## src/rtl/vat_pkg.sv

```systemverilog
package vat_pkg;

    localparam int FULL_VA_W = 64;
    localparam int VA_W      = 48;
    localparam int PA_W      = 48;
    localparam int OFF_W     = 12;
    localparam int IDX_W     = 9;
    localparam int LEVELS    = 4;
    localparam int LVL_W     = $clog2(LEVELS);
    localparam int DESC_W    = 64;
    localparam int VPN_W     = VA_W - OFF_W;
    localparam int FRAME_W   = PA_W - OFF_W;

    typedef enum logic [1:0] {
        PG_4K = 2'd0,
        PG_2M = 2'd1,
        PG_1G = 2'd2
    } pg_size_e;

    typedef struct packed {
        logic                valid;
        logic [VPN_W-1:0]    vpn;
        pg_size_e            size;
        logic [FRAME_W-1:0]  frame;
    } tc_entry_t;

    typedef struct packed {
        logic                fault;
        logic [LVL_W-1:0]    level;
        pg_size_e            size;
        logic [FRAME_W-1:0]  frame;
    } walk_res_t;

    function automatic logic is_canonical(input logic [FULL_VA_W-1:0] va);
        return va[FULL_VA_W-1:VA_W] == {(FULL_VA_W-VA_W){va[VA_W-1]}};
    endfunction

    function automatic int page_bits(input pg_size_e s);
        case (s)
            PG_1G:   return OFF_W + 2 * IDX_W;
            PG_2M:   return OFF_W + IDX_W;
            default: return OFF_W;
        endcase
    endfunction

    function automatic pg_size_e size_for_level(input logic [LVL_W-1:0] lvl);
        case (lvl)
            LVL_W'(1): return PG_1G;
            LVL_W'(2): return PG_2M;
            default:   return PG_4K;
        endcase
    endfunction

    function automatic logic [IDX_W-1:0] level_index(input logic [VA_W-1:0] va,
                                                     input logic [LVL_W-1:0] lvl);
        logic [VA_W-1:0] sh;
        sh = va >> (OFF_W + IDX_W * (LEVELS - 1 - int'(lvl)));
        return sh[IDX_W-1:0];
    endfunction

    function automatic logic [PA_W-1:0] make_pa(input logic [FRAME_W-1:0] frame,
                                                input logic [VA_W-1:0]    va,
                                                input pg_size_e           s);
        logic [PA_W-1:0] m;
        m = (PA_W'(1) << page_bits(s)) - PA_W'(1);
        return ({frame, {OFF_W{1'b0}}} & ~m) | (va & m);
    endfunction

    function automatic logic tag_match(input logic [VPN_W-1:0] a,
                                       input logic [VPN_W-1:0] b,
                                       input pg_size_e         s);
        logic [VPN_W-1:0] m;
        m = ~((VPN_W'(1) << (page_bits(s) - OFF_W)) - VPN_W'(1));
        return ((a ^ b) & m) == '0;
    endfunction

endpackage

```

## src/rtl/vat_tcache.sv

```systemverilog
module vat_tcache
    import vat_pkg::*;
#(
    parameter int ENTRIES = 8
) (
    input  logic                clk,
    input  logic                rst,
    input  logic [VA_W-1:0]     lk_va,
    output logic                hit,
    output logic [PA_W-1:0]     hit_pa,
    input  logic                fill_en,
    input  logic [VPN_W-1:0]    fill_vpn,
    input  pg_size_e            fill_size,
    input  logic [FRAME_W-1:0]  fill_frame
);

    localparam int PTR_W = (ENTRIES > 1) ? $clog2(ENTRIES) : 1;

    tc_entry_t          ent [ENTRIES];
    logic [ENTRIES-1:0] match;
    logic [PTR_W-1:0]   ptr_q;

    genvar g;
    generate
        for (g = 0; g < ENTRIES; g++) begin : g_cmp
            assign match[g] = ent[g].valid &&
                              tag_match(ent[g].vpn, lk_va[VA_W-1:OFF_W], ent[g].size);
        end
    endgenerate

    // lowest matching index wins
    always_comb begin
        hit    = 1'b0;
        hit_pa = '0;
        for (int i = ENTRIES - 1; i >= 0; i--) begin
            if (match[i]) begin
                hit    = 1'b1;
                hit_pa = make_pa(ent[i].frame, lk_va, ent[i].size);
            end
        end
    end

    always_ff @(posedge clk) begin
        if (rst) begin
            ptr_q <= '0;
            for (int i = 0; i < ENTRIES; i++) begin
                ent[i].valid <= 1'b0;
            end
        end else if (fill_en) begin
            ent[ptr_q].valid <= 1'b1;
            ent[ptr_q].vpn   <= fill_vpn;
            ent[ptr_q].size  <= fill_size;
            ent[ptr_q].frame <= fill_frame;
            ptr_q <= (ptr_q == PTR_W'(ENTRIES - 1)) ? '0 : ptr_q + PTR_W'(1);
        end
    end

endmodule

```

## src/rtl/vat_walk.sv

```systemverilog
module vat_walk
    import vat_pkg::*;
(
    input  logic               clk,
    input  logic               rst,
    input  logic               start,
    input  logic [VA_W-1:0]    va,
    input  logic [PA_W-1:0]    root,
    output logic               mem_rd_valid,
    input  logic               mem_rd_ready,
    output logic [PA_W-1:0]    mem_rd_addr,
    input  logic               mem_rsp_valid,
    input  logic [DESC_W-1:0]  mem_rsp_data,
    output logic               done,
    output walk_res_t          res
);

    typedef enum logic [1:0] {W_IDLE, W_REQ, W_WAIT} wstate_e;

    wstate_e              st_q;
    logic [FRAME_W-1:0]   table_q;
    logic [LVL_W-1:0]     lvl_q;

    logic                 d_valid;
    logic                 d_table;
    logic [FRAME_W-1:0]   d_frame;
    logic                 unused_bits;

    assign d_valid     = mem_rsp_data[0];
    assign d_table     = mem_rsp_data[1];
    assign d_frame     = mem_rsp_data[PA_W-1:OFF_W];
    assign unused_bits = ^{mem_rsp_data[DESC_W-1:PA_W], mem_rsp_data[OFF_W-1:2], root[OFF_W-1:0]};

    assign mem_rd_valid = (st_q == W_REQ);
    assign mem_rd_addr  = {table_q, level_index(va, lvl_q), 3'b000};

    always_ff @(posedge clk) begin
        if (rst) begin
            st_q    <= W_IDLE;
            table_q <= '0;
            lvl_q   <= '0;
            done    <= 1'b0;
            res     <= '0;
        end else begin
            done <= 1'b0;
            case (st_q)
                W_IDLE: begin
                    if (start) begin
                        table_q <= root[PA_W-1:OFF_W];
                        lvl_q   <= '0;
                        st_q    <= W_REQ;
                    end
                end
                W_REQ: begin
                    if (mem_rd_ready) st_q <= W_WAIT;
                end
                W_WAIT: begin
                    if (mem_rsp_valid) begin
                        if (!d_valid || (!d_table && lvl_q == '0)) begin
                            res.fault <= 1'b1;
                            res.level <= lvl_q;
                            res.size  <= PG_4K;
                            res.frame <= '0;
                            done      <= 1'b1;
                            st_q      <= W_IDLE;
                        end else if (d_table && lvl_q != LVL_W'(LEVELS - 1)) begin
                            table_q <= d_frame;
                            lvl_q   <= lvl_q + LVL_W'(1);
                            st_q    <= W_REQ;
                        end else begin
                            res.fault <= 1'b0;
                            res.level <= lvl_q;
                            res.size  <= size_for_level(lvl_q);
                            res.frame <= d_frame;
                            done      <= 1'b1;
                            st_q      <= W_IDLE;
                        end
                    end
                end
                default: st_q <= W_IDLE;
            endcase
        end
    end

endmodule

```

## src/rtl/vat_walker.sv

```systemverilog
module vat_walker
    import vat_pkg::*;
#(
    parameter int TC_ENTRIES = 8
) (
    input  logic                  clk,
    input  logic                  rst,
    input  logic [PA_W-1:0]       base_lo,
    input  logic [PA_W-1:0]       base_hi,
    input  logic                  req_valid,
    output logic                  req_ready,
    input  logic [FULL_VA_W-1:0]  req_vaddr,
    output logic                  resp_valid,
    output logic [PA_W-1:0]       resp_paddr,
    output logic                  resp_fault,
    output logic [LVL_W-1:0]      resp_level,
    output logic                  mem_rd_valid,
    input  logic                  mem_rd_ready,
    output logic [PA_W-1:0]       mem_rd_addr,
    input  logic                  mem_rsp_valid,
    input  logic [DESC_W-1:0]     mem_rsp_data
);

    typedef enum logic [1:0] {T_IDLE, T_CHECK, T_WALK} tstate_e;

    tstate_e                st_q;
    logic [FULL_VA_W-1:0]   va_q;
    logic                   canon;
    logic                   tc_hit;
    logic [PA_W-1:0]        tc_pa;
    logic                   walk_start;
    logic                   walk_done;
    walk_res_t              walk_res;
    logic [PA_W-1:0]        root_sel;
    logic                   fill_en;

    assign req_ready  = (st_q == T_IDLE);
    assign canon      = is_canonical(va_q);
    assign walk_start = (st_q == T_CHECK) && canon && !tc_hit;
    assign root_sel   = va_q[VA_W-1] ? base_hi : base_lo;
    assign fill_en    = walk_done && !walk_res.fault;

    vat_tcache #(.ENTRIES(TC_ENTRIES)) u_tc (
        .clk        (clk),
        .rst        (rst),
        .lk_va      (va_q[VA_W-1:0]),
        .hit        (tc_hit),
        .hit_pa     (tc_pa),
        .fill_en    (fill_en),
        .fill_vpn   (va_q[VA_W-1:OFF_W]),
        .fill_size  (walk_res.size),
        .fill_frame (walk_res.frame)
    );

    vat_walk u_walk (
        .clk           (clk),
        .rst           (rst),
        .start         (walk_start),
        .va            (va_q[VA_W-1:0]),
        .root          (root_sel),
        .mem_rd_valid  (mem_rd_valid),
        .mem_rd_ready  (mem_rd_ready),
        .mem_rd_addr   (mem_rd_addr),
        .mem_rsp_valid (mem_rsp_valid),
        .mem_rsp_data  (mem_rsp_data),
        .done          (walk_done),
        .res           (walk_res)
    );

    always_ff @(posedge clk) begin
        if (rst) begin
            st_q       <= T_IDLE;
            va_q       <= '0;
            resp_valid <= 1'b0;
            resp_paddr <= '0;
            resp_fault <= 1'b0;
            resp_level <= '0;
        end else begin
            resp_valid <= 1'b0;
            case (st_q)
                T_IDLE: begin
                    if (req_valid) begin
                        va_q <= req_vaddr;
                        st_q <= T_CHECK;
                    end
                end
                T_CHECK: begin
                    if (!canon) begin
                        resp_valid <= 1'b1;
                        resp_paddr <= '0;
                        resp_fault <= 1'b1;
                        resp_level <= '0;
                        st_q       <= T_IDLE;
                    end else if (tc_hit) begin
                        resp_valid <= 1'b1;
                        resp_paddr <= tc_pa;
                        resp_fault <= 1'b0;
                        resp_level <= '0;
                        st_q       <= T_IDLE;
                    end else begin
                        st_q <= T_WALK;
                    end
                end
                T_WALK: begin
                    if (walk_done) begin
                        resp_valid <= 1'b1;
                        resp_fault <= walk_res.fault;
                        resp_level <= walk_res.fault ? walk_res.level : '0;
                        resp_paddr <= walk_res.fault ? '0 :
                                      make_pa(walk_res.frame, va_q[VA_W-1:0], walk_res.size);
                        st_q       <= T_IDLE;
                    end
                end
                default: st_q <= T_IDLE;
            endcase
        end
    end

endmodule

```

## config.mk

```make
export PLATFORM = sky130hd
export DESIGN_NAME = vat_walker
export DESIGN_NICKNAME = d
export VERILOG_FILES = /design/src/rtl/vat_pkg.sv /design/src/rtl/vat_tcache.sv /design/src/rtl/vat_walk.sv /design/src/rtl/vat_walker.sv
export SDC_FILE = /design/constraint.sdc
export NUM_CORES = 1
export LEC_CHECK = 0
export BUFFER_PORTS_ARGS = -buffer_cell sky130_fd_sc_hd__buf_2
export CORE_MARGIN = 10
export CORE_UTILIZATION = 54
export CTS_BUF_LIST = sky130_fd_sc_hd__clkbuf_16
export DETAILED_ROUTE_END_ITERATION = 6
export PLACE_DENSITY = 0.76
export SLEW_MARGIN = 0
export SYNTH_ARGS = -nofsm -noshare
export SYNTH_HDL_FRONTEND = slang
export SYNTH_SLANG_ARGS = --single-unit
```

## constraint.sdc

```tcl
create_clock -name clk -period 7.55 [get_ports clk]
set_clock_uncertainty 0.05 [all_clocks]
set_input_delay 1.1325 -clock clk [delete_from_list [all_inputs] [get_ports clk]]
set_output_delay 1.1325 -clock clk [all_outputs]
set_load 0.005 [all_outputs]
```

==> results_dict.tcl, run 1 <==
set metrics [dict create \
    htreeDepth 3 \
    cp.required_ns 6.37 \
    die_y_um 282 \
    core-area_mm2 0.0683 \
    routed_wl_um 107000 \
    area_delta_synth_final_pct 13.0 \
    grt_pass1_vias 26000 \
    worstHoldStart "va_q[37]" \
    cts_tree "done" \
    finalSetupViolations 0 \
    gr-total-overflow 0 \
    synth_area_mm2 0.0371 \
    max_freq_ghz 0.194 \
    ctsRootBufferMaster "clkbuf_16" \
    powerDensity_mw_per_mm2 223 \
    cp_max_fo 36 \
    crit_buf_inv 2 \
    max_slew_margin_pct 6.88 \
    ios 331 \
    hold_class "flop to flop" \
    rsz0062_at_grt "no" \
    hold_end "va_q[37]" \
    synth-seq-cells 803 \
    most-common-layout-cells "edfxtp_1 (592), nand2_1 (314), buf_2 (276)" \
    ff2ff_setup_slack_ns 2.48 \
    synth_cell_type_count 79 \
    slowest_delay_ns 0.97 \
    drt-initial-drc-count 2998 \
    postCtsResizedCells 0 \
    yosysTopAreaCell "edfxtp_1" \
    fin_util_pct 61.4 \
    arrival_ns 3.96 \
    worst_slew_pin_slew_ns 1.39 \
    drt-vias-per-instance 6.20 \
    pwr-share-clk_pct 42.1 \
    clk_path_buf_depth 3 \
    grt_max_degree 100 \
    setup_tns_ns 0 \
    status "finished, final reports clean" \
    rows 96 \
    async_flop_share_pct 0 \
    gp_congestion 0.962 \
    crit_chain "clkinv_1, ha_1, mux4_2, a21oi_1, o22ai_1, buf_2" \
    p_sw_w 0.00216 \
    p_comb_share_pct 6.4 \
    critical-path-top-delay-family "flip-flops" \
    chipWidth_um 282 \
    holdPathStages 2 \
    layout_commonest_cell "edfxtp_1" \
    p_int_w 0.00717 \
    ant_nets 0 \
    synth_top_area_share_pct 47.9 \
    cts.hold.buffers_added 0 \
    synth_enable_flop_cells 592 \
    firstDrtPassIters 5 \
    cts.sinks 803 \
    finalCritPeriodShare_pct 68.1 \
    grt_usage_pct 26.5 \
    routedWlPerCell_um 25.1 \
    leakage_nw 14.9 \
    synth_flop_cell "edfxtp_1" \
    antenna_found_initial 4 \
    synth_area_leaders "edfxtp_1 (48%), dfxtp_1 (11%), mux2i_1 (6.2%)" \
    slew_violations 0 \
    netlist_instances 3122 \
    critPathSlowestCell "dfxtp_2" \
    grt_first_pass_wirelength_um 160000 \
    layout.nets 3619 \
    synth_warnings 0 \
    syn_avg_cell_area_um2 11.9 \
    route.detailed.drc 0 \
    min_period_ns 5.14 \
    p_seq_share_pct 51.6 \
    num_vias 26600 \
    maxCapViolations 0 \
    clk_pin_slew_ns 0.06 \
    postCtsSetupRepairBufs 0 \
    crit_path_start_kind "flop" \
    hpwl_um 69100 \
    criticalPathCategory "flop to output port" \
    clk_latency_ns 0.66 \
    layout-drive-gt1-share_pct 16.4 \
    dp.cells 4129 \
    vdd_drop_max_uv 170 \
    swShare_pct 23.2 \
    cts_made_buffers 81 \
    reg2reg_from "va_q[16]" \
    port_buffers 277 \
    ys_seq_area_share_pct 59.3 \
    initial_core_util_pct 54.3 \
    rr_worst_depth 11 \
    final-instance-count-excl-fill 4282 \
    hold_viol 0 \
    r2r_end "resp_paddr[10]" \
    dieArea_mm2 0.0796 \
    crit_path_end_kind "output port" \
]
[layer usage]
| metal | vias to the layer above | GRT usage [%] | wire [um] |
|---|---|---|---|
| met5 | - | 0 | 21 |
| met4 | 4 | 8.31 | 3090 |
| li1 | 12000 | - | - |
| met2 | 1551 | 41.4 | 49000 |
| met1 | 12800 | 36.4 | 42700 |
| met3 | 222 | 5.94 | 12700 |
[worst max-delay path by stage]
stage,startpoint,end,depth (start not counted)
2_1_floorplan,rst,u_tc.ent[0][0],2
3_3_place_gp,va_q[16],resp_paddr[10],11
3_5_place_dp,va_q[16],resp_paddr[10],11
4_1_cts,u_walk.lvl_q[0],mem_rd_addr[3],6
5_1_grt,u_walk.lvl_q[0],mem_rd_addr[3],6
6_report,u_walk.lvl_q[0],mem_rd_addr[3],6
[power by group through the flow]
stage / Clock, W / Combinational (W) / Sequential, W
6_report: 0.00393 / 0.000593 / 0.00481
3_3_place_gp: 0 / 0.000576 / 0.00490
3_5_place_dp: 0 / 0.000588 / 0.00491
2_1_floorplan: 0 / 0.000362 / 0.00489
5_1_grt: 0.00414 / 0.000646 / 0.00482
4_1_cts: 0.00396 / 0.000592 / 0.00481
[registers in the layout, summed over array words and instances, names as in the netlist]
| signal | cells |
|---|---|
| u_walk.st_q | 2 |
| u_tc.ent | 600 |
| resp_level | 2 |
| resp_fault | 1 |
| u_walk.lvl_q | 2 |
| resp_valid | 1 |
| u_tc.ptr_q | 3 |
| st_q | 2 |
| u_walk.res | 41 |
| resp_paddr | 48 |
| u_walk.table_q | 36 |
| u_walk.done | 1 |
| va_q | 64 |
[layout make-up]
class / instances / area (um^2)
Tap cell: 882 / 1100
Multi-Input combinational cell: 2043 / 14100
Antenna cell: 1 / 2.50
Clock inverter: 69 / 512
Timing Repair Buffer: 356 / 1990
Sequential cell: 803 / 22000
Clock buffer: 83 / 2080
Inverter: 45 / 169
Fill cell: 5239 / 26400
[metrics by stage]
step	setup slack, ns	hold WS (ns)	power (W)	cell area, um^2
2_1_floorplan	0.285	0.386	0.00525	37100
3_3_place_gp	2.70	0.394	0.00548	39300
3_5_place_dp	2.67	0.397	0.00549	39300
4_1_cts	2.39	0.405	0.00937	41900
5_1_grt	2.17	0.423	0.00960	41900
6_report	2.41	0.404	0.00933	41900
[kinds of logic after synthesis]
family          share of synthesized area [%]
flops                                    59.3
xor+xnor                                 6.98
mux                                      8.17
buf+inv                                  3.15
other cells                            0.0101
simple gates                             11.1
fa+ha+maj                                2.02
compound gates                           9.29
[Yosys cell counts (15+ instances only)]
cell type and instances:
a2111oi_0 19, a211oi_1 21, a21oi_1 119, a22oi_1 40, a2bb2oi_1 17, a311oi_1 33
a31oi_1 39, buf_1 35, buf_2 53, clkbuf_1 135, dfxtp_1 211, edfxtp_1 592
ha_1 60, inv_1 44, mux2_2 40, mux2i_1 231, nand2_1 315, nand3_1 92
nand4_1 80, nor2_1 231, nor3_1 67, nor4_1 32, o211ai_1 15, o21ai_0 85
o221ai_1 35, o22ai_1 25, xnor2_1 224, xor2_1 68
[worst min-delay path: cells and delay by family (launching register included)]
kind / cells / cell delay (ns)
AND/OR/NAND/NOR: 1 / 0.05
AO/OA/AOI/OAI: 1 / 0.05
flip-flops: 1 / 0.31
(Power assumes the default switching activity.)
==> inputs of run 2 (changes only) <==
--- a/config.mk
+++ b/config.mk
@@ -5,12 +5,13 @@
 export SDC_FILE = /design/constraint.sdc
 export NUM_CORES = 1
 export LEC_CHECK = 0
+export ABC_AREA = 1
 export BUFFER_PORTS_ARGS = -buffer_cell sky130_fd_sc_hd__buf_2
 export CORE_MARGIN = 10
-export CORE_UTILIZATION = 54
+export CORE_UTILIZATION = 55
 export CTS_BUF_LIST = sky130_fd_sc_hd__clkbuf_16
 export DETAILED_ROUTE_END_ITERATION = 6
-export PLACE_DENSITY = 0.76
+export PLACE_DENSITY = 0.74
 export SLEW_MARGIN = 0
 export SYNTH_ARGS = -nofsm -noshare
 export SYNTH_HDL_FRONTEND = slang
==> constraint.sdc (replaced) <==
create_clock -name clk -period 5.3 [get_ports clk]
set_clock_uncertainty 0.05 [all_clocks]
set_input_delay 0.795 -clock clk [delete_from_list [all_inputs] [get_ports clk]]
set_output_delay 0.795 -clock clk [all_outputs]
set_load 0.005 [all_outputs]
==> results_dict.tcl, run 2 <==
set metrics [dict create \
    htreeDepth 3 \
    final-instance-count-excl-fill 5693 \
    gr-total-overflow 0 \
    hold_class "primary input to flop" \
    min_period_ns 4.56 \
    largest_reg_flops 600 \
    synth-seq-cells 803 \
    cp.required_ns 4.45 \
    cp_max_fo 19 \
    area_delta_synth_final_pct 12.1 \
    synth_top_area_share_pct 45.1 \
    cts_tree "done" \
    critPathSlowestCell "nor2_1" \
    synth_cell_type_count 53 \
    layout-drive-gt1-share_pct 12.3 \
    hold_viol 0 \
    max_slew_margin_pct 14.2 \
    finalSetupViolations 0 \
    status "finished with violations" \
    postCtsResizedCells 0 \
    rows 98 \
    cts.sinks 803 \
    p_total_w 0.0145 \
    crit_path_start_kind "flop" \
    clk_pin_slew_ns 0.06 \
    chipWidth_um 288 \
    ctsRootBufferMaster "clkbuf_16" \
    cts_made_buffers 82 \
    drt-vias-per-instance 5.70 \
    yosysTopAreaCell "edfxtp_1" \
    crit_path_end_kind "output port" \
    core-area_mm2 0.0712 \
    clk_latency_ns 0.65 \
    postCtsSetupRepairBufs 0 \
    initial_core_util_pct 55.3 \
    dp.cells 5539 \
    grt_first_pass_wirelength_um 183000 \
    synth_flop_cell "edfxtp_1" \
    grt_usage_pct 28.6 \
    multiInputGateArea_mm2 0.0145 \
    antenna_found_initial 3 \
    cts.hold.buffers_added 0 \
    netlist_instances 4488 \
    synth_warnings 0 \
    clk_path_buf_depth 3 \
    num_vias 32500 \
    firstDrtPassIters 7 \
    route.detailed.drc 1 \
    ys_top_cells_by_count "nand2_1 (1,246), edfxtp_1 (592), inv_1 (394)" \
    rsz0062_at_grt "no" \
    async_flop_share_pct 0 \
    most-common-layout-cells "nand2_1 (1,245), edfxtp_1 (592), inv_1 (417)" \
    dieArea_mm2 0.0827 \
    crit_chain "inv_1, nor2_1, clkinv_1, o22ai_1, a31oi_1, o211ai_1, o211ai_1, o21ai_0, buf_2" \
    seqCellArea_mm2 0.0220 \
    layout.nets 4962 \
    crit_path_frequent_cell "o211ai_1" \
    hpwl_um 81200 \
    ys_seq_area_share_pct 55.9 \
    syn_avg_cell_area_um2 8.77 \
    synth_area_mm2 0.0394 \
    maxCapViolations 0 \
    max_freq_ghz 0.219 \
    synth_area_leaders "edfxtp_1 (45%), nand2_1 (12%), dfxtp_1 (11%)" \
    largest_registers "u_tc.ent: 600 flops, va_q: 64 flops, resp_paddr: 48 flops" \
    arrival_ns 3.72 \
    criticalPathCategory "flop to output port" \
    fillers 5873 \
    setup_tns_ns 0 \
    slew_violations 0 \
    layout_commonest_cell "nand2_1" \
    synth_enable_flop_cells 592 \
    vdd_drop_max_uv 255 \
    grt_pass1_vias 30800 \
    routedWlPerCell_um 21.3 \
    die_y_um 288 \
    gp_congestion 0.977 \
    ios 331 \
    slowest_delay_ns 0.64 \
    routed_wl_um 121000 \
    drt-initial-drc-count 3855 \
    regMostFlops "u_tc.ent" \
    violations "DRC" \
    leakage_nw 18.3 \
    yosysMostFrequentCell "nand2_1" \
    worst_slew_pin_slew_ns 1.29 \
    port_buffers 277 \
    powerDensity_mw_per_mm2 328 \
    finalCritPeriodShare_pct 86.1 \
    grt_max_degree 75 \
    ant_nets 0 \
]
## run 2: cell types whose count changed after synthesis, moves of 46 or more
cell     delta
nand2_1   +931
inv_1     +350
o21ai_0   +300
mux2i_1   -229
nor2_1    +147
a21oi_1   +146
xnor2_1   -141
nand3_1    +95
o21ai_1    +63
nor3_1     -46
## run 2: metrics by stage
stage / utilization, % / setup slack, ns / hold slack, ns / area [um^2]
after floorplan: - / 0.392 / 0.372 / 39400
after global placement: 58.2 / 1.39 / 0.392 / 41500
after detailed placement: 58.2 / 1.36 / 0.398 / 41500
after CTS: 61.9 / 0.818 / 0.330 / 44100
after global routing: 61.9 / 0.645 / 0.363 / 44100
final: 61.9 / 0.737 / 0.360 / 44100
## run 2: critical path: cells and delay by family, from the launching register on
| kind | cells | cell delay [ns] |
|---|---|---|
| buf+inv | 3 | 1.05 |
| compound gates | 5 | 1.02 |
| simple gates | 1 | 0.64 |
| flops | 1 | 0.33 |
## run 2: layout make-up
| type | instances | share of cell area (%) |
|---|---|---|
| inverter | 436 | 3.72 |
| clock buffer | 89 | 5.05 |
| sequential | 803 | 49.9 |
| multi-input combinational | 2978 | 32.8 |
| clock inverter | 64 | 1.02 |
| timing repair buffer | 372 | 4.87 |
| antenna | 1 | 0.00567 |
| tap | 950 | 2.69 |
## run 2: cells by family after synthesis
kind of cell    synth area share (%)
compound gates                  11.3
xor+xnor                        3.09
fa+ha+maj                       1.91
buf+inv                         7.61
flops                           55.9
mux                            0.308
other cells                  0.00952
simple gates                    19.9
## run 2: worst paths after layout
kind,startpoint,end,slack (ns),cells after the start
hold / removal,mem_rsp_data[19],u_walk.res[7],0.36,3
setup / recovery,u_walk.lvl_q[1],mem_rd_addr[11],0.74,9
setup reg to reg,va_q[36],resp_paddr[8],1.20,15
hold reg to reg,va_q[2],va_q[2],0.40,2
## run 2: metal layers
metal	part of all wire, %	global-route usage, %	routed length (um)	vias to the layer above
li1	-	-	-	15200
met1	39	37.9	47300	15100
met2	46	45.3	55200	1867
met3	12	6.13	14000	256
met4	3.7	11.5	4530	4
met5	0.018	0	22	-
## run 2: where the power goes
group          total, W  internal (W)  switching (W)
registers       0.00707       0.00690       0.000169
logic           0.00163      0.000524        0.00110
clock network   0.00577       0.00328        0.00248
